`src/rtl/lpred_pkg.sv`:
```
package lpred_pkg;

    localparam int LP_AW = 16;
    localparam int LP_DW = 16;
    localparam int LP_RW = 3;

    typedef enum logic [3:0] {
        OPC_NOP  = 4'd0,
        OPC_CMP  = 4'd1,
        OPC_CMPI = 4'd2,
        OPC_INC  = 4'd3,
        OPC_DEC  = 4'd4,
        OPC_ADDI = 4'd5,
        OPC_SUBI = 4'd6,
        OPC_BRC  = 4'd7,
        OPC_ALU  = 4'd8
    } opc_e;

    typedef struct packed {
        logic             vld;
        opc_e             opc;
        logic [LP_RW-1:0] ra;
        logic [LP_RW-1:0] rb;
        logic [LP_DW-1:0] imm;
    } insn_t;

    typedef struct packed {
        logic [LP_AW-1:0] pc;
        logic [LP_RW-1:0] id_a;
        logic [LP_RW-1:0] id_b;
        logic             b_imm;
        logic [LP_DW-1:0] term;
    } alloc_t;

    typedef struct packed {
        logic             vld;
        logic             proc;
        logic [LP_AW-1:0] pc;
        logic [LP_RW-1:0] id_a;
        logic [LP_RW-1:0] id_b;
        logic             b_imm;
        logic [LP_DW-1:0] cur_a;
        logic [LP_DW-1:0] cur_b;
        logic [LP_DW-1:0] step_a;
        logic [LP_DW-1:0] step_b;
    } entry_t;

    function automatic logic is_modifier(opc_e op);
        return (op == OPC_INC) || (op == OPC_DEC) ||
               (op == OPC_ADDI) || (op == OPC_SUBI);
    endfunction

    function automatic logic is_compare(opc_e op);
        return (op == OPC_CMP) || (op == OPC_CMPI);
    endfunction

    // Signed per-iteration amount, two's complement modulo 2^LP_DW.
    function automatic logic [LP_DW-1:0] step_of(opc_e op, logic [LP_DW-1:0] imm);
        logic [LP_DW-1:0] r;
        case (op)
            OPC_INC:  r = LP_DW'(1);
            OPC_DEC:  r = '1;
            OPC_ADDI: r = imm;
            OPC_SUBI: r = (~imm) + LP_DW'(1);
            default:  r = '0;
        endcase
        return r;
    endfunction

endpackage

```
`src/rtl/lpred_prev.sv`:
```
module lpred_prev
    import lpred_pkg::*;
(
    input  logic  clk,
    input  logic  rst,
    input  insn_t cur_i,
    output insn_t prev_o
);

    always_ff @(posedge clk) begin
        if (rst) begin
            prev_o <= '0;
        end else if (cur_i.vld) begin
            prev_o <= cur_i;
        end
    end

endmodule

```
`src/rtl/lpred_entry.sv`:
```
module lpred_entry
    import lpred_pkg::*;
(
    input  logic             clk,
    input  logic             rst,
    input  logic [LP_AW-1:0] look_pc,
    input  logic             alloc_en,
    input  alloc_t           alloc_d,
    input  logic             fire,
    input  logic             mod_en,
    input  logic [LP_RW-1:0] mod_reg,
    input  logic [LP_DW-1:0] mod_step,
    input  logic             snoop_en,
    input  logic [LP_RW-1:0] snoop_reg,
    input  logic [LP_DW-1:0] snoop_data,
    output logic             valid_o,
    output logic             proc_o,
    output logic             hit_o,
    output logic             exit_o
);

    entry_t           st;
    logic [LP_DW-1:0] next_a;
    logic [LP_DW-1:0] next_b;
    logic             trk_b;

    assign next_a  = st.cur_a + st.step_a;
    assign next_b  = st.cur_b + st.step_b;
    assign trk_b   = !st.b_imm;
    assign valid_o = st.vld;
    assign proc_o  = st.proc;
    assign hit_o   = st.vld && (st.pc == look_pc);
    assign exit_o  = (next_a == next_b);

    always_ff @(posedge clk) begin
        if (rst) begin
            st <= '0;
        end else if (alloc_en) begin
            st.vld    <= 1'b1;
            st.proc   <= 1'b1;
            st.pc     <= alloc_d.pc;
            st.id_a   <= alloc_d.id_a;
            st.id_b   <= alloc_d.id_b;
            st.b_imm  <= alloc_d.b_imm;
            st.cur_a  <= '0;
            st.cur_b  <= alloc_d.b_imm ? alloc_d.term : '0;
            st.step_a <= '0;
            st.step_b <= '0;
        end else if (st.vld) begin
            if (fire) begin
                if (st.proc) begin
                    st.proc <= 1'b0;
                end else begin
                    st.cur_a <= next_a;
                    st.cur_b <= next_b;
                    if (exit_o) begin
                        st.vld <= 1'b0;
                    end
                end
            end else if (st.proc) begin
                if (mod_en && (mod_reg == st.id_a)) begin
                    st.step_a <= st.step_a + mod_step;
                end
                if (mod_en && trk_b && (mod_reg == st.id_b)) begin
                    st.step_b <= st.step_b + mod_step;
                end
                if (snoop_en && (snoop_reg == st.id_a)) begin
                    st.cur_a <= snoop_data;
                end
                if (snoop_en && trk_b && (snoop_reg == st.id_b)) begin
                    st.cur_b <= snoop_data;
                end
            end
        end
    end

endmodule

```
`src/rtl/lpred_victim.sv`:
```
module lpred_victim #(
    parameter int N = 4
) (
    input  logic         clk,
    input  logic         rst,
    input  logic [N-1:0] valid_vec,
    input  logic         alloc_go,
    output logic [N-1:0] victim_oh
);

    // older[i][j] set: slot i was claimed before slot j
    logic [N-1:0] older [N];
    logic [N-1:0] free_oh;
    logic [N-1:0] oldest_oh;

    always_comb begin
        free_oh = '0;
        for (int i = N - 1; i >= 0; i--) begin
            if (!valid_vec[i]) begin
                free_oh    = '0;
                free_oh[i] = 1'b1;
            end
        end
    end

    for (genvar g = 0; g < N; g++) begin : g_oldest
        localparam logic [N-1:0] SELF = N'(1) << g;
        assign oldest_oh[g] = &(older[g] | SELF);
    end

    assign victim_oh = (|free_oh) ? free_oh : oldest_oh;

    always_ff @(posedge clk) begin
        if (rst) begin
            for (int i = 0; i < N; i++) begin
                for (int j = 0; j < N; j++) begin
                    older[i][j] <= 1'(i < j);
                end
            end
        end else if (alloc_go) begin
            for (int i = 0; i < N; i++) begin
                for (int j = 0; j < N; j++) begin
                    if (victim_oh[i]) begin
                        older[i][j] <= 1'b0;
                    end else if (victim_oh[j] && (i != j)) begin
                        older[i][j] <= 1'b1;
                    end
                end
            end
        end
    end

endmodule

```
`src/rtl/lpred_top.sv`:
```
module lpred_top
    import lpred_pkg::*;
#(
    parameter int NUM_ENTRIES = 4
) (
    input  logic             clk,
    input  logic             rst,
    input  logic             fetch_valid,
    input  logic [LP_AW-1:0] fetch_pc,
    input  logic [3:0]       fetch_opc,
    input  logic [LP_RW-1:0] fetch_ra,
    input  logic [LP_RW-1:0] fetch_rb,
    input  logic [LP_DW-1:0] fetch_imm,
    input  logic [LP_AW-1:0] fetch_target,
    input  logic             snoop_valid,
    input  logic [LP_RW-1:0] snoop_reg,
    input  logic [LP_DW-1:0] snoop_data,
    output logic             pred_valid,
    output logic             pred_taken
);

    localparam int N = NUM_ENTRIES;

    insn_t            cur_insn;
    insn_t            prev_insn;
    alloc_t           alloc_d;
    opc_e             opc;
    logic             br_fetch;
    logic             any_hit;
    logic             alloc_go;
    logic             mod_en;
    logic [LP_DW-1:0] mod_step;
    logic             sel_proc;
    logic             sel_exit;
    logic [N-1:0]     ent_valid;
    logic [N-1:0]     ent_proc;
    logic [N-1:0]     ent_hit;
    logic [N-1:0]     ent_exit;
    logic [N-1:0]     hit_vec;
    logic [N-1:0]     victim_oh;
    logic [N-1:0]     alloc_vec;

    assign opc      = opc_e'(fetch_opc);
    assign cur_insn = '{vld: fetch_valid, opc: opc, ra: fetch_ra,
                        rb: fetch_rb, imm: fetch_imm};

    lpred_prev i_prev (
        .clk    (clk),
        .rst    (rst),
        .cur_i  (cur_insn),
        .prev_o (prev_insn)
    );

    assign br_fetch = fetch_valid && (opc == OPC_BRC) && (fetch_target < fetch_pc);
    assign hit_vec  = ent_hit & {N{br_fetch}};
    assign any_hit  = |hit_vec;
    assign alloc_go = br_fetch && !any_hit && prev_insn.vld && is_compare(prev_insn.opc);
    assign alloc_vec = victim_oh & {N{alloc_go}};
    assign mod_en   = fetch_valid && is_modifier(opc);
    assign mod_step = step_of(opc, fetch_imm);

    assign alloc_d = '{pc: fetch_pc, id_a: prev_insn.ra, id_b: prev_insn.rb,
                       b_imm: (prev_insn.opc == OPC_CMPI), term: prev_insn.imm};

    lpred_victim #(.N(N)) i_victim (
        .clk       (clk),
        .rst       (rst),
        .valid_vec (ent_valid),
        .alloc_go  (alloc_go),
        .victim_oh (victim_oh)
    );

    for (genvar g = 0; g < N; g++) begin : g_ent
        lpred_entry i_entry (
            .clk        (clk),
            .rst        (rst),
            .look_pc    (fetch_pc),
            .alloc_en   (alloc_vec[g]),
            .alloc_d    (alloc_d),
            .fire       (hit_vec[g]),
            .mod_en     (mod_en),
            .mod_reg    (fetch_ra),
            .mod_step   (mod_step),
            .snoop_en   (snoop_valid),
            .snoop_reg  (snoop_reg),
            .snoop_data (snoop_data),
            .valid_o    (ent_valid[g]),
            .proc_o     (ent_proc[g]),
            .hit_o      (ent_hit[g]),
            .exit_o     (ent_exit[g])
        );
    end

    always_comb begin
        sel_proc = 1'b0;
        sel_exit = 1'b0;
        for (int i = 0; i < N; i++) begin
            if (hit_vec[i]) begin
                sel_proc = sel_proc | ent_proc[i];
                sel_exit = sel_exit | ent_exit[i];
            end
        end
    end

    assign pred_valid = any_hit && !sel_proc;
    assign pred_taken = pred_valid && !sel_exit;

endmodule

```
`config.mk`:
```
export PLATFORM = sky130hd
export DESIGN_NAME = lpred_top
export DESIGN_NICKNAME = d
export VERILOG_FILES = /design/src/rtl/lpred_pkg.sv /design/src/rtl/lpred_prev.sv /design/src/rtl/lpred_entry.sv /design/src/rtl/lpred_victim.sv /design/src/rtl/lpred_top.sv
export SDC_FILE = /design/constraint.sdc
export NUM_CORES = 2
export LEC_CHECK = 0
export BUFFER_PORTS_ARGS = -buffer_cell sky130_fd_sc_hd__clkbuf_2
export CORE_AREA = 2 2 211 316
export DETAILED_ROUTE_END_ITERATION = 16
export DIE_AREA = 0 0 213 318
export RECOVER_POWER = 100
export SLEW_MARGIN = 20
export SYNTH_ARGS = -nofsm -noshare
export SYNTH_HDL_FRONTEND = slang
export SYNTH_SLANG_ARGS = --single-unit
```
`constraint.sdc`:
```
create_clock -name clk -period 10.3 [get_ports clk]
set_input_delay 0.515 -clock clk [delete_from_list [all_inputs] [get_ports clk]]
set_output_delay 0.515 -clock clk [all_outputs]
set_load 0.005 [all_outputs]
```
==> results.md <==
Run status:
- The flow ran to the end, but the final reports show violations.
- The final reports fail on max-capacitance violations, max-slew violations.

Yosys:
- The number of instances in the synthesized netlist is 3771.
- Counting every net in the synthesized netlist gives approximately 4100.
- By area, the combinational part of the netlist is dominated by compound AO/OA/AOI/OAI gates.
- In the post-synthesis netlist, the biggest area contributors are dfxtp_1 (26%), ha_1 (11%), a21oi_1 (6.2%), nand2_1 (5.3%), xnor2_1 (5.2%).
- The post-synthesis adder-cell area fraction is 12.0%.
- The number of warning messages in the yosys log is 0.
- The share of synthesized area in the top cell type comes to between 20% and 30%.
- The biggest area contributor in the post-synthesis netlist is dfxtp_1.
- The xor and xnor area share after synthesis is 10.6%.
- A synthesized cell averages 7.85 sq um.
- The multiplexer area fraction after synthesis is about 2.6%.
- The number of register bits inferred by synthesis is a little under 400.
- After synthesis, the netlist uses 87 different library cells.
- Summing the areas of all compound-gate instances in the mapped netlist gives 22.2% of the synthesized area.
- Sequential elements use between 20% and 30% of the synthesized area.
- In this run, synthesis inferred 11 flip-flops with an integrated enable.
- Of all flip-flops after synthesis, the portion carrying an async set or reset was 0%.
- The predominant post-synthesis flop cell is dfxtp_1.
- After Yosys synthesis, and, or, nand and nor cells account for around a fifth of the synthesized area.
- In this run the cell area of the synthesized design comes to about 0.03 sq mm.

Clock tree:
- The clock tree synthesis step divided the H-tree into 2 levels.
- For the worst-skew pair, the clock arrives at the later sink with an insertion delay of slightly above 0.6 ns.
- TritonCTS built the clock tree.
- The tree is rooted in a clkbuf_16.
- The longest clock path from root to sink contains 3 buffers.
- The number of buffers added for setup after CTS is 0.
- The tree built by TritonCTS fans out to slightly below 400 sinks.
- The CTS buffer count is 45.
- Hold repair after CTS inserted 0 buffers.
- The post-cts resize count is 0.
- Clock-pin slew was measured on the worst setup and hold paths at roughly 0.06 ns.

Job:
- The tool flagged a number of max-cap violations equal to 16.

Timing:
- The total negative setup slack is 0 ns.
- The slew at the pin with the worst max-slew slack is approximately 2.6 ns.
- Based on the critical path, the design can be clocked at up to ~140 MHz.
- The worst pin sits at a relative slew slack of -73.0%.
- After layout, the worst path uses a little under three quarters of the clock period.
- The number of max-slew violations in the final report was about 570.
- Between clock sinks in the finished design, the worst skew comes to approximately 0.022 ns.
- After layout, the minimum clock period comes to about 7.4 ns.
- Setup repair after global routing left no endpoint under its margin.
- The final count of negative-setup-slack endpoints is 0.
- The final-report hold violation count is 0.

Placement:
- At the end of routability-driven placement, the weighted congestion stood at about 0.92.
- Detailed placement finished with a half-perimeter wire length of around 73000 um.
- The cell area after placement is 0.0309 sq mm.
- After detailed placement, the design holds a cell count of ~4600.
- The number of buffer cells added on primary ports is 82.

Final layout:
- Of the cells placed in the final design, the portion with a size suffix greater than 1 is roughly 6.4%.
- Summing all non-filler instances in the final layout gives an area of between 0.03 and 0.04 sq mm.
- The top cell types in the final layout, fill and taps aside, are nand2_1 (416), dfxtp_1 (384), a21oi_1 (368).
- The area of the multi-input gates is slightly above 0.02 sq mm.
- In the final layout, flip-flops and latches occupy 0.00802 sq mm.
- The post-layout net count is between 4000 and 5000.
- Fill cells in the final layout number between 6000 and 7000.
- The number of standard cells in the final layout excluding fillers is roughly 4700.
- Leaving out fill and tap cells, the most frequent cell in the layout is nand2_1.
- The area growth from synthesis to layout is 8.84%.

Drt:
- In the routed design, unresolved DRC markers number 0.
- For this block, the initial DRC count from the detailed router was between 2000 and 2500.
- In the routed layout, each cell is associated on average with a via count of around 6.
- The vias after detailed routing is 27700.
- The first TritonRoute pass finished after 6 iterations.
- The average routed wire per standard cell is around 22 um.
- Once detail routing completed, the nets flagged for antenna violations numbered 0.
- The routed design has between 100000 and 150000 um of wire.

Setup path:
- The required arrival time at the worst endpoint is about 11 ns.
- STA classifies the critical path endpoint as a register.
- The nature of the critical path startpoint is a primary input.
- The cell depth of the worst flop-to-flop path is 12.
- The maximum fanout count along the critical path is 47.
- The critical path arrival is between 7 and 8 ns.
- The kind of critical path is primary input to register.

Global route:
- The initial antenna violation count is 1.
- The number of global-route vias before repair came to between 20000 and 30000.
- The total routing resource utilization after global routing is around 30%.
- The global route total overflow is 0.
- The first global-routing pass estimated ~160000 um of wire.
- The pin count of the biggest net entering global routing is 150.

Worst hold path:
- The min-delay analysis places its worst path in the category primary input to register.
- The number of cells on the worst hold path is 3.

Die:
- The die span in y is 318 um.
- For this configuration, the core starts out at a cell density of ~45%.
- The total area inside the core boundary comes to ~0.065 sq mm.
- The floorplan die width is 213 um.
- The top-level port count is between 80 and 90.
- The floorplan has 115 rows.
- The die covers 0.0677 sq mm.

Pwr:
- For this design the static power due to leakage is around 14 nW.
- In this run the power density over the cells is approximately 110 mW/mm^2.
- Across the VDD grid, the largest voltage drop is between 0.00015 and 0.0002 V.
## cell usage after synthesis, types with 12 or more instances
master     number
nand2_1       417
dfxtp_1       384
nor2_1        375
a21oi_1       368
ha_1          257
xnor2_1       177
xor2_1        169
clkbuf_1      167
nand3_1       119
o21ai_0       116
inv_1         115
nor3_1        115
a211oi_1       92
mux2i_1        71
a22oi_1        57
a21o_1         48
a221o_1        48
nor4_1         48
nand2b_1       45
o211ai_1       45
nor2b_1        42
and2_1         38
nand4_1        36
buf_1          29
a31oi_1        25
o21bai_1       24
or3_1          23
and3_1         22
o21a_1         22
nand3b_1       18
fa_1           16
o31ai_1        16
or2_2          16
a41oi_1        15
o31a_1         15
a21boi_0       14
a211o_1        13
o2111ai_1      12
## registers in the layout, summed over array words and instances, names as in the netlist
signal and cells:
g_ent.i_entry.st 348, g_ent.i_entry.valid_o 4, g_ent.i_entry.proc_o 4, i_prev.prev_o 27, i_victim.older 12
## stage by stage
| step | worst slack (ns) | power (mW) | hold slack [ns] | util [%] |
|---|---|---|---|---|
| 3_3_place_gp | 4.78 | 1.86 | 0.443 | 47.3 |
| 4_1_cts | 4.41 | 3.50 | 0.157 | 49.6 |
| 2_1_floorplan | 5.97 | 1.74 | 0.427 | - |
| 3_5_place_dp | 4.68 | 1.86 | 0.450 | 47.4 |
| 6_report | 2.94 | 3.48 | 0.190 | 49.4 |
| 5_1_grt | 2.52 | 3.58 | 0.198 | 49.4 |
## layer usage
metal	vias to the layer above	routed length (um)	GRT usage, %
li1	13500	-	-
met1	13000	41300	36.8
met2	883	48700	50.7
met3	251	7160	4.82
met4	0	6110	16.3
met5	-	0	0
## power by group
group,switching (mW),internal [mW],total [mW]
sequential,0.00848,1.54,1.55
combinational,0.202,0.0779,0.280
clock,0.707,0.944,1.65
## path summary, 6_finish.rpt
path,from,endpoint,slack (ns)
hold / removal,fetch_rb[0],i_prev.prev_o[16]$_SDFFE_PP0P_,0.19
hold reg to reg,g_ent[0].i_entry.st[84]$_SDFFE_PP0P_,g_ent[0].i_entry.st[84]$_SDFFE_PP0P_,0.46
setup reg to reg,g_ent[0].i_entry.st[84]$_SDFFE_PP0P_,g_ent[3].i_entry.st[30]$_SDFFE_PP0P_,4.27
setup / recovery,fetch_valid,g_ent[2].i_entry.st[14]$_SDFFE_PP0P_,2.94
## cell type report
cell class              count  share of cell area [%]
diodes                      4                  0.0311
clock buffers              65                    4.14
clock inverters            14                   0.377
inverters                 118                    1.38
multi-input cells        3055                    63.3
flip-flops and latches    395                    24.9
well taps                 877                    3.41
repair buffers            139                    2.47
## worst max-delay path, stage by stage
cell	delay, ns
clkbuf_1	1.60
or4b_1	0.57
a21oi_1	0.19
o221a_1	0.78
nand3_1	0.27
or3_1	0.41
clkbuf_1	0.96
nand2_2	0.31
clkbuf_1	1.71
nor2_1	0.15
mux2i_1	0.23
nand2_1	0.07
## cells by family (layout without fill, tap and decap cells)
group,after synthesis,in the layout
compound gates,1001,1001
xor+xnor,351,351
fa+ha+maj,274,274
buf+inv,321,336
flops,395,395
mux,77,77
other cells,0,4
simple gates,1352,1352
No activity file was read; power rests on OpenSTA's default activity.
